`config.mk`:
```
export PLATFORM = sky130hd
export DESIGN_NAME = dma_regport
export DESIGN_NICKNAME = d
export VERILOG_FILES = /design/src/rtl/dma_regport_pkg.sv /design/src/rtl/dma_chan_regs.sv /design/src/rtl/dma_stat_regs.sv /design/src/rtl/dma_regport.sv
export SDC_FILE = /design/constraint.sdc
export NUM_CORES = 1
export LEC_CHECK = 0
export ABC_AREA = 1
export BUFFER_PORTS_ARGS = -buffer_cell sky130_fd_sc_hd__buf_2
export CORE_UTILIZATION = 60
export DETAILED_ROUTE_END_ITERATION = 10
export PLACE_DENSITY = 0.86
export SLEW_MARGIN = 0
export SYNTH_ARGS = -nofsm -noshare
export SYNTH_HDL_FRONTEND = slang
export SYNTH_SLANG_ARGS = --single-unit
```
`constraint.sdc`:
```
create_clock -name clk -period 4.5 [get_ports clk]
set_input_delay 0.9 -clock clk [delete_from_list [all_inputs] [get_ports clk]]
set_output_delay 0.9 -clock clk [all_outputs]
set_load 0.005 [all_outputs]
```
`src/rtl/dma_regport_pkg.sv`:
```
package dma_regport_pkg;
  localparam int BYTE_W = 8;
  localparam int WORD_W = 2 * BYTE_W;

  typedef enum logic [1:0] {
    XT_DEMAND  = 2'b00,
    XT_SINGLE  = 2'b01,
    XT_BLOCK   = 2'b10,
    XT_CASCADE = 2'b11
  } xfer_type_e;

  // Replace one byte of a word; hi selects the upper byte.
  function automatic logic [WORD_W-1:0] put_byte(input logic [WORD_W-1:0] w,
                                                 input logic [BYTE_W-1:0] b,
                                                 input logic hi);
    logic [WORD_W-1:0] r;
    r = w;
    if (hi) r[BYTE_W +: BYTE_W] = b;
    else    r[0 +: BYTE_W]      = b;
    return r;
  endfunction

  function automatic logic [BYTE_W-1:0] get_byte(input logic [WORD_W-1:0] w,
                                                 input logic hi);
    return hi ? w[BYTE_W +: BYTE_W] : w[0 +: BYTE_W];
  endfunction

  function automatic logic [WORD_W-1:0] addr_next(input logic [WORD_W-1:0] a);
    return a + 1'b1;
  endfunction

  function automatic logic [WORD_W-1:0] cnt_next(input logic [WORD_W-1:0] c);
    return c - 1'b1;
  endfunction
endpackage

```
`src/rtl/dma_chan_regs.sv`:
```
module dma_chan_regs
  import dma_regport_pkg::*;
(
  input  logic              clk,
  input  logic              rst_n,
  input  logic              addr_we,
  input  logic              cnt_we,
  input  logic              hi_sel,
  input  logic [BYTE_W-1:0] wbyte,
  input  logic              page_we,
  input  logic              mode_we,
  input  logic [2:0]        mode_bits,
  input  logic              step,
  output logic [WORD_W-1:0] base_addr,
  output logic [WORD_W-1:0] cur_addr,
  output logic [WORD_W-1:0] base_cnt,
  output logic [WORD_W-1:0] cur_cnt,
  output logic [BYTE_W-1:0] page,
  output logic              mode_dir,
  output logic [1:0]        mode_type,
  output logic              tc_hit
);
  assign tc_hit = step && !cnt_we && (cur_cnt == '0);

  always_ff @(posedge clk or negedge rst_n) begin
    if (!rst_n) begin
      base_addr <= '0;
      cur_addr  <= '0;
      base_cnt  <= '0;
      cur_cnt   <= '0;
      page      <= '0;
      mode_dir  <= 1'b0;
      mode_type <= XT_DEMAND;
    end else begin
      if (addr_we) begin
        base_addr <= put_byte(base_addr, wbyte, hi_sel);
        cur_addr  <= put_byte(cur_addr, wbyte, hi_sel);
      end else if (step) begin
        cur_addr  <= addr_next(cur_addr);
      end
      if (cnt_we) begin
        base_cnt <= put_byte(base_cnt, wbyte, hi_sel);
        cur_cnt  <= put_byte(cur_cnt, wbyte, hi_sel);
      end else if (step) begin
        cur_cnt  <= cnt_next(cur_cnt);
      end
      if (page_we) page <= wbyte;
      if (mode_we) begin
        mode_dir  <= mode_bits[0];
        mode_type <= mode_bits[2:1];
      end
    end
  end

  AST_PAGE_HOLD: assert property (@(posedge clk) disable iff (!rst_n)
    (step && !page_we) |=> $stable(page));
  AST_CNT_DEC: assert property (@(posedge clk) disable iff (!rst_n)
    (step && !cnt_we) |=> (cur_cnt == $past(cur_cnt) - 16'd1));
  AST_BASE_HOLD: assert property (@(posedge clk) disable iff (!rst_n)
    (step && !addr_we) |=> $stable(base_addr));
endmodule

```
`src/rtl/dma_stat_regs.sv`:
```
module dma_stat_regs #(
  parameter int NCH = 4,
  localparam int CH_W = $clog2(NCH)
) (
  input  logic            clk,
  input  logic            rst_n,
  input  logic            mask_we,
  input  logic [CH_W-1:0] mask_ch,
  input  logic            mask_val,
  input  logic            stat_rd,
  input  logic [NCH-1:0]  tc_set,
  output logic [NCH-1:0]  mask,
  output logic [NCH-1:0]  tc
);
  always_ff @(posedge clk or negedge rst_n) begin
    if (!rst_n) begin
      mask <= '1;
      tc   <= '0;
    end else begin
      if (mask_we) mask[mask_ch] <= mask_val;
      tc <= (stat_rd ? '0 : tc) | tc_set;
    end
  end

  AST_TC_CLR: assert property (@(posedge clk) disable iff (!rst_n)
    (stat_rd && tc_set == '0) |=> (tc == '0));
  AST_TC_SET: assert property (@(posedge clk) disable iff (!rst_n)
    (tc_set != '0) |=> ((tc & $past(tc_set)) == $past(tc_set)));
  AST_MASK_WR: assert property (@(posedge clk) disable iff (!rst_n)
    mask_we |=> (mask[$past(mask_ch)] == $past(mask_val)));
endmodule

```
`src/rtl/dma_regport.sv`:
```
module dma_regport
  import dma_regport_pkg::*;
#(
  parameter int NCH = 4,
  parameter int AW  = 5,
  localparam int CH_W = $clog2(NCH)
) (
  input  logic                clk,
  input  logic                rst_n,
  input  logic [AW-1:0]       io_addr,
  input  logic                io_wr,
  input  logic                io_rd,
  input  logic [BYTE_W-1:0]   io_wdata,
  output logic [BYTE_W-1:0]   io_rdata,
  input  logic [NCH-1:0]      drq,
  input  logic                step_en,
  input  logic [CH_W-1:0]     step_ch,
  output logic [NCH-1:0]      armed,
  output logic [NCH-1:0]      req_out,
  output logic [NCH-1:0]      mode_dir,
  output logic [2*NCH-1:0]    mode_type,
  output logic [BYTE_W*NCH-1:0] page_flat,
  output logic [WORD_W*NCH-1:0] base_addr_flat,
  output logic [WORD_W*NCH-1:0] cur_addr_flat,
  output logic [WORD_W*NCH-1:0] base_cnt_flat,
  output logic [WORD_W*NCH-1:0] cur_cnt_flat
);
  localparam logic [AW-1:0] P_STAT  = AW'(2*NCH);
  localparam logic [AW-1:0] P_MASK  = AW'(2*NCH + 1);
  localparam logic [AW-1:0] P_MODE  = AW'(2*NCH + 2);
  localparam logic [AW-1:0] P_CLRP  = AW'(2*NCH + 3);
  localparam logic [AW-1:0] P_PAGE0 = AW'(16);

  logic              byte_ptr;
  logic              is_word, is_page, word_acc, ptr_clr, stat_rd;
  logic [CH_W-1:0]   word_ch, page_ch;
  logic [NCH-1:0]    mask, tc, tc_hit;
  logic [WORD_W-1:0] cur_addr [NCH];
  logic [WORD_W-1:0] cur_cnt  [NCH];
  logic [BYTE_W-1:0] page     [NCH];

  assign is_word  = io_addr < AW'(2*NCH);
  assign is_page  = (io_addr >= P_PAGE0) && (io_addr < P_PAGE0 + AW'(NCH));
  assign word_ch  = io_addr[CH_W:1];
  assign page_ch  = io_addr[CH_W-1:0];
  assign word_acc = (io_wr || io_rd) && is_word;
  assign ptr_clr  = io_wr && (io_addr == P_CLRP);
  assign stat_rd  = io_rd && (io_addr == P_STAT);
  assign armed    = ~mask;
  assign req_out  = drq & armed;

  always_ff @(posedge clk or negedge rst_n) begin
    if (!rst_n)        byte_ptr <= 1'b0;
    else if (ptr_clr)  byte_ptr <= 1'b0;
    else if (word_acc) byte_ptr <= ~byte_ptr;
  end

  for (genvar g = 0; g < NCH; g++) begin : g_ch
    logic sel_w, sel_p;
    assign sel_w = io_wr && is_word && (word_ch == CH_W'(g));
    assign sel_p = io_wr && is_page && (page_ch == CH_W'(g));
    dma_chan_regs u_ch (
      .clk       (clk),
      .rst_n     (rst_n),
      .addr_we   (sel_w && !io_addr[0]),
      .cnt_we    (sel_w && io_addr[0]),
      .hi_sel    (byte_ptr),
      .wbyte     (io_wdata),
      .page_we   (sel_p),
      .mode_we   (io_wr && io_addr == P_MODE && io_wdata[1:0] == 2'(g)),
      .mode_bits (io_wdata[4:2]),
      .step      (step_en && step_ch == CH_W'(g)),
      .base_addr (base_addr_flat[g*WORD_W +: WORD_W]),
      .cur_addr  (cur_addr[g]),
      .base_cnt  (base_cnt_flat[g*WORD_W +: WORD_W]),
      .cur_cnt   (cur_cnt[g]),
      .page      (page[g]),
      .mode_dir  (mode_dir[g]),
      .mode_type (mode_type[2*g +: 2]),
      .tc_hit    (tc_hit[g])
    );
    assign cur_addr_flat[g*WORD_W +: WORD_W] = cur_addr[g];
    assign cur_cnt_flat[g*WORD_W +: WORD_W]  = cur_cnt[g];
    assign page_flat[g*BYTE_W +: BYTE_W]     = page[g];
  end

  dma_stat_regs #(.NCH(NCH)) u_stat (
    .clk      (clk),
    .rst_n    (rst_n),
    .mask_we  (io_wr && io_addr == P_MASK),
    .mask_ch  (io_wdata[CH_W-1:0]),
    .mask_val (io_wdata[2]),
    .stat_rd  (stat_rd),
    .tc_set   (tc_hit),
    .mask     (mask),
    .tc       (tc)
  );

  always_comb begin
    io_rdata = '0;
    if (io_rd) begin
      if (is_word)
        io_rdata = get_byte(io_addr[0] ? cur_cnt[word_ch] : cur_addr[word_ch], byte_ptr);
      else if (is_page)
        io_rdata = page[page_ch];
      else if (io_addr == P_STAT)
        io_rdata = {req_out, tc};
    end
  end

  AST_PTR_TOGGLE: assert property (@(posedge clk) disable iff (!rst_n)
    (word_acc && !ptr_clr) |=> (byte_ptr != $past(byte_ptr)));
  AST_PTR_CLR: assert property (@(posedge clk) disable iff (!rst_n)
    ptr_clr |=> !byte_ptr);
  AST_PAGE_PTR: assert property (@(posedge clk) disable iff (!rst_n)
    ((io_wr || io_rd) && is_page) |=> $stable(byte_ptr));
endmodule

```
# Word-level counts from Yosys, hierarchy flattened
# Index checks and enable logic that the tools add are counted.
# totals
regBits,309
inputBits,24
out_inout_bits,316
wordCells,235
# op_classes
add_sub_neg,8
n_lt_le_gt_ge,7
eq_ne,32
n_mux,39
bitwise_logic,6
n_reduce_logical,96
# op_table
cell,count
16-bit 2-to-1 mux,21
8-bit 2-to-1 mux,9
16-bit by 1-bit adder with 16-bit output (second input constant),4
16-bit binary-select mux with 2-bit select,2
16-bit zero test,4
2-bit AND reduction,32
16-bit by 1-bit subtractor with 16-bit output (second input constant),4
1-bit logical AND,41
2-bit inequality test (second input constant),16
5-bit by 4-bit equality test with 1-bit output (second input constant),4
2-bit nonzero test,9
8-bit binary-select mux with 2-bit select,1
2-bit equality test (second input constant),8
2-bit by 1-bit equality test with 1-bit output (second input constant),4
2-bit zero test,4
3-bit >= comparator (second input constant),2
2-bit inverter with 3-bit output,2
5-bit >= comparator (second input constant),1
1-bit zero test,5
5-bit by 4-bit < comparator with 1-bit output (second input constant),1
5-bit < comparator (second input constant),1
4-bit AND,1
4-bit bitwise mux,1
4-bit 2-to-1 mux,1
8 further kinds,10

# Logic depth before layout (Yosys ltp)
# depth
word_depth,8
depth_mapped,12
mapped_depth_nobuf,11

# Hierarchy
# From an unflattened synthesis, not the netlist that was laid out.
# hier_totals
cells_unflattened,2541
hier_area_um2,17904.7
# modules_own_cells
mod,instances,cells_each,area_each_um2,seq_area_each_um2
dma_chan_regs,4,478,3766.1,1876.8
dma_regport,1,593,2498.6,25.0
dma_stat_regs,1,36,341.6,205.2

# Worst setup path before layout
# OpenSTA, ideal clock, no wires.
# synth_timing
path_kind,input to output
start,in io_addr[0]
end,out io_rdata[3]
t_arrival_ps,2096
t_required_ps,3600
slack_ps,1504
cell_stages,10
path_buffers,3
path_cell_list,buf_4 > inv_1 > buf_4 > buf_2 > nor2_1 > o21ai_0 > nand3_1 > nand3_1 > nand2_1 > a21oi_1
# synth_via
elab_chain_cells,7
word_cells_on_any_way,15
cone_classes,order compare: 3; eq/ne: 1; mux: 9; bitwise: 1; reduce/logical: 1
# synth_lines
element,line_no,text
start: declaration,dma_regport.sv:10,"input logic [AW-1:0] io_addr,"
branches (longest 5 deep; another with 5-bit >= comparator),n/a,
8-bit 2-to-1 mux (*),dma_regport.sv:102,if (is_word)
8-bit 2-to-1 mux (*),dma_regport.sv:101,if (io_rd) begin
end: declaration,dma_regport.sv:14,"output logic [BYTE_W-1:0] io_rdata,"
# Mark *: on every way between the ends. The select of a mux whose other input is x is not followed.

# Worst setup path after layout
# layout_timing
start,in io_addr[0]
end,out io_rdata[4]
# The elaborated chain is that of the path after synthesis.

==> metrics.md <==
| Metric | Value |
|---|---|
| GRT overflow | `0` |
| GP Congestion | `1.032` |
| DRC | `0` |
| Reg2Reg Depth | `5` |
| Final Cell Area | `20570 µm²` |
| Distinct cells, synth | `39` |
| CTS H-tree depth | `2` |
| Detailed-route wire length | `65810 µm` |
| Mean Syn Cell Area | `6.899 µm²` |
| Critical path type | `input port to primary output` |
| Status | `finished clean` |
| Hold Path Class | `input port to asynchronous set/reset pin` |
| Fillers | `2263` |
| Synthesized area | `17410 µm²` |
| Vias | `19.40k` |
| Worst-margin pin slew | `1442 ps` |
| FMAX | `255.9 MHz` |
| Nets@finish | `2846` |
| Final core occ | `73.03%` |
| Port bufs | `339` |
| Total GRT Usage | `44.58%` |
| Final count of pins violating max slew | `0` |
| Post-CTS setup buffers | `0` |
| Worst endpoint data arrival time | `3010 ps` |
| Leak | `11.08 nW` |
| Worst r2r src | `byte_ptr$_DFFE_PN0P_` |
| Slew headroom | `3.127%` |
| Reg clk slew, reported paths | `60 ps` |
| Setup crit start kind | `input port` |
| WL/cell | `20.44 µm` |
| Final period util | `86.85%` |
| Max FO, Critical Path | `19` |
| Min cycle time layout | `3908 ps` |
| Commonest non-fill, non-tap cell in the layout | `nand2_1` |
| GRT met1 Usage | `56.78%` |
| Post-CTS Resized | `0` |
| Worst-Skew Late Latency | `540 ps` |
| Total of max-cap violations | `0` |
| Reg-to-reg endpoint | `g_ch[0].u_ch.cur_addr[3]$_DFFE_PN0P_` |
| Ys flop type | `dfrtp_1` |
| Vias in the first global route | `18.39k` |
| Full die area | `29710 µm²` |
| Area leader, netlist | `dfrtp_1` |
| Cell Rows | `61` |
| First-pass GRT wire length | `100500 µm` |
| Synth area leaders | `dfrtp_1 44%, nand2_1 21%, o21ai_0 9.2%` |
| Pre-Repair DR Iteration Count | `6` |
| CTS tree | `yes` |
| Vias per cell | `6.025` |
| Worst EP required | `3600 ps` |
| IO Pins | `340` |
| P&R area growth vs syn | `18.11%` |
| Core area | `28160 µm²` |
| Grt met2 use | `69.51%` |
| Initial antenna violation count | `5` |
| Number of enable flip-flop cells after synthesis | `0` |
| Most Crowded Layer GR | `met2` |
| Largest net degree at the start of global routing | `115` |
| Number of buffers created by CTS | `34` |
| Starting density of the core | `61.83%` |
| Hpwl dp | `46530 µm` |
| Synth warnings | `0` |
| Mapped Cells | `2524` |
| Die X-Extent | `172.4 µm` |
| Root Driver | `clkbuf_16` |
| Post-synthesis register bit count | `309` |
| Final ANT Viol Nets | `0` |
| Final Setup Violations | `0` |
| Commonest non-fill, non-tap cells in the layout | `954 x nand2_1, 338 x buf_2, 319 x o21ai_0` |
| Multi-input gate area | `8393 µm²` |
| Setup TNS | `0 ps` |
| Dpl cell area | `19350 µm²` |
| Power Density | `561.2 nW/µm²` |
| Worst Setup End Kind | `primary output` |
| Register Area | `7737 µm²` |
| Die Y | `172.4 µm` |
| R2r setup slk | `1990 ps` |
| Share of post-route cells with drive strength above 1 | `16.68%` |
| CTS Buffer Depth | `3` |
| Syn nets | `2559` |
| Initial DRC count | `2695` |
| Cts hold-fix bufs | `0` |
| Fraction of synthesis flops using an asynchronous set or reset pin | `100.0%` |
| Register area share after synthesis | `44.43%` |
| CTS sink count | `309` |
| Yosys top cell area share | `43.83%` |
| Hold Vio Cnt, Final | `0` |
| Worst-case vdd ir drop | `0.0003852 V` |
| Layout Skew | `18.02 ps` |
| Met3 GRT Util | `10.51%` |
| RSZ-0062 raised after global routing | `no` |
| Hold Slack | `325.2 ps` |
-- worst max path at each step --
stage	slack, ps	startpoint	endpoint	cells after the start
floorplan	1500	io_addr[0]	io_rdata[3]	10
global placement	780	io_addr[1]	g_ch[1].u_ch.cur_cnt[13]$_DFFE_PN0P_	10
detailed placement	720	io_addr[1]	g_ch[1].u_ch.cur_cnt[11]$_DFFE_PN0P_	10
CTS	690	io_addr[0]	io_rdata[4]	10
global route	500	io_addr[0]	io_rdata[4]	10
finish	590	io_addr[0]	io_rdata[4]	10
-- logic make-up after synthesis --
group / after synthesis / share of synthesized area (%)
and+or+nand+nor: 1458 / 34.57
AOI/OAI and AO/OA: 413 / 12.19
buffers and inverters: 320 / 7.365
DFF: 309 / 44.43
xor gates and xnor gates: 13 / 0.6539
adders and majority gates: 11 / 0.7904
-- metrics by stage --
stage	power [mW]	setup slack (ps)	std cells
2_1_floorplan	6.486	1504	2524
3_3_place_gp	8.284	784.7	3153
3_5_place_dp	8.398	722.8	3153
4_1_cts	11.41	686.8	3214
5_1_grt	12.20	498.6	3216
6_report	11.54	591.7	3220
-- critical path: stages --
cell and delay (ps):
buf_2 180, buf_4 240, nor2_1 490, nand3_1 280, nor2_1 170, nor2_1 60
nand2_1 90, nand2_1 60, a21oi_1 340, buf_2 190
-- routing by layer --
layer  share of wire [%]  up-vias
met3                  12      270
met5               0.020        -
met4                 6.3        2
met1                  37     9052
li1                    -     8687
met2                  45     1391
-- synth_stat cells, drive strengths merged (17+ instances only) --
master / n
a21oi: 41
buf: 45
clkbuf: 75
dfrtp: 305
inv: 199
nand2: 970
nand3: 199
nand4: 33
nor2: 230
nor3: 18
o211ai: 17
o21ai: 348
-- state kept, by name, indices dropped and copies added, names as in the netlist --
signal and count:
g_ch.u_ch.cur_cnt 64, g_ch.u_ch.mode_type 8, g_ch.u_ch.base_cnt 64, u_stat.mask 4, g_ch.u_ch.base_addr 64, g_ch.u_ch.page 32
byte_ptr 1, g_ch.u_ch.mode_dir 4, u_stat.tc 4, g_ch.u_ch.cur_addr 64
-- area by class of cell --
class,instances,area share [%]
Clock inverter,14,1.077
Antenna cell,6,0.07300
Tap cell,378,2.300
Timing Repair Buffer,371,9.709
Multi-Input combinational cell,1895,40.81
Clock buffer,47,4.763
Sequential cell,309,37.62
Inverter,200,3.650
-- power by group --
group / internal, mW / switching [mW]
registers: 3.56 / 0.963
logic: 1.49 / 2.51
clock network: 1.78 / 1.24
Power figures use the tool's default switching activity.
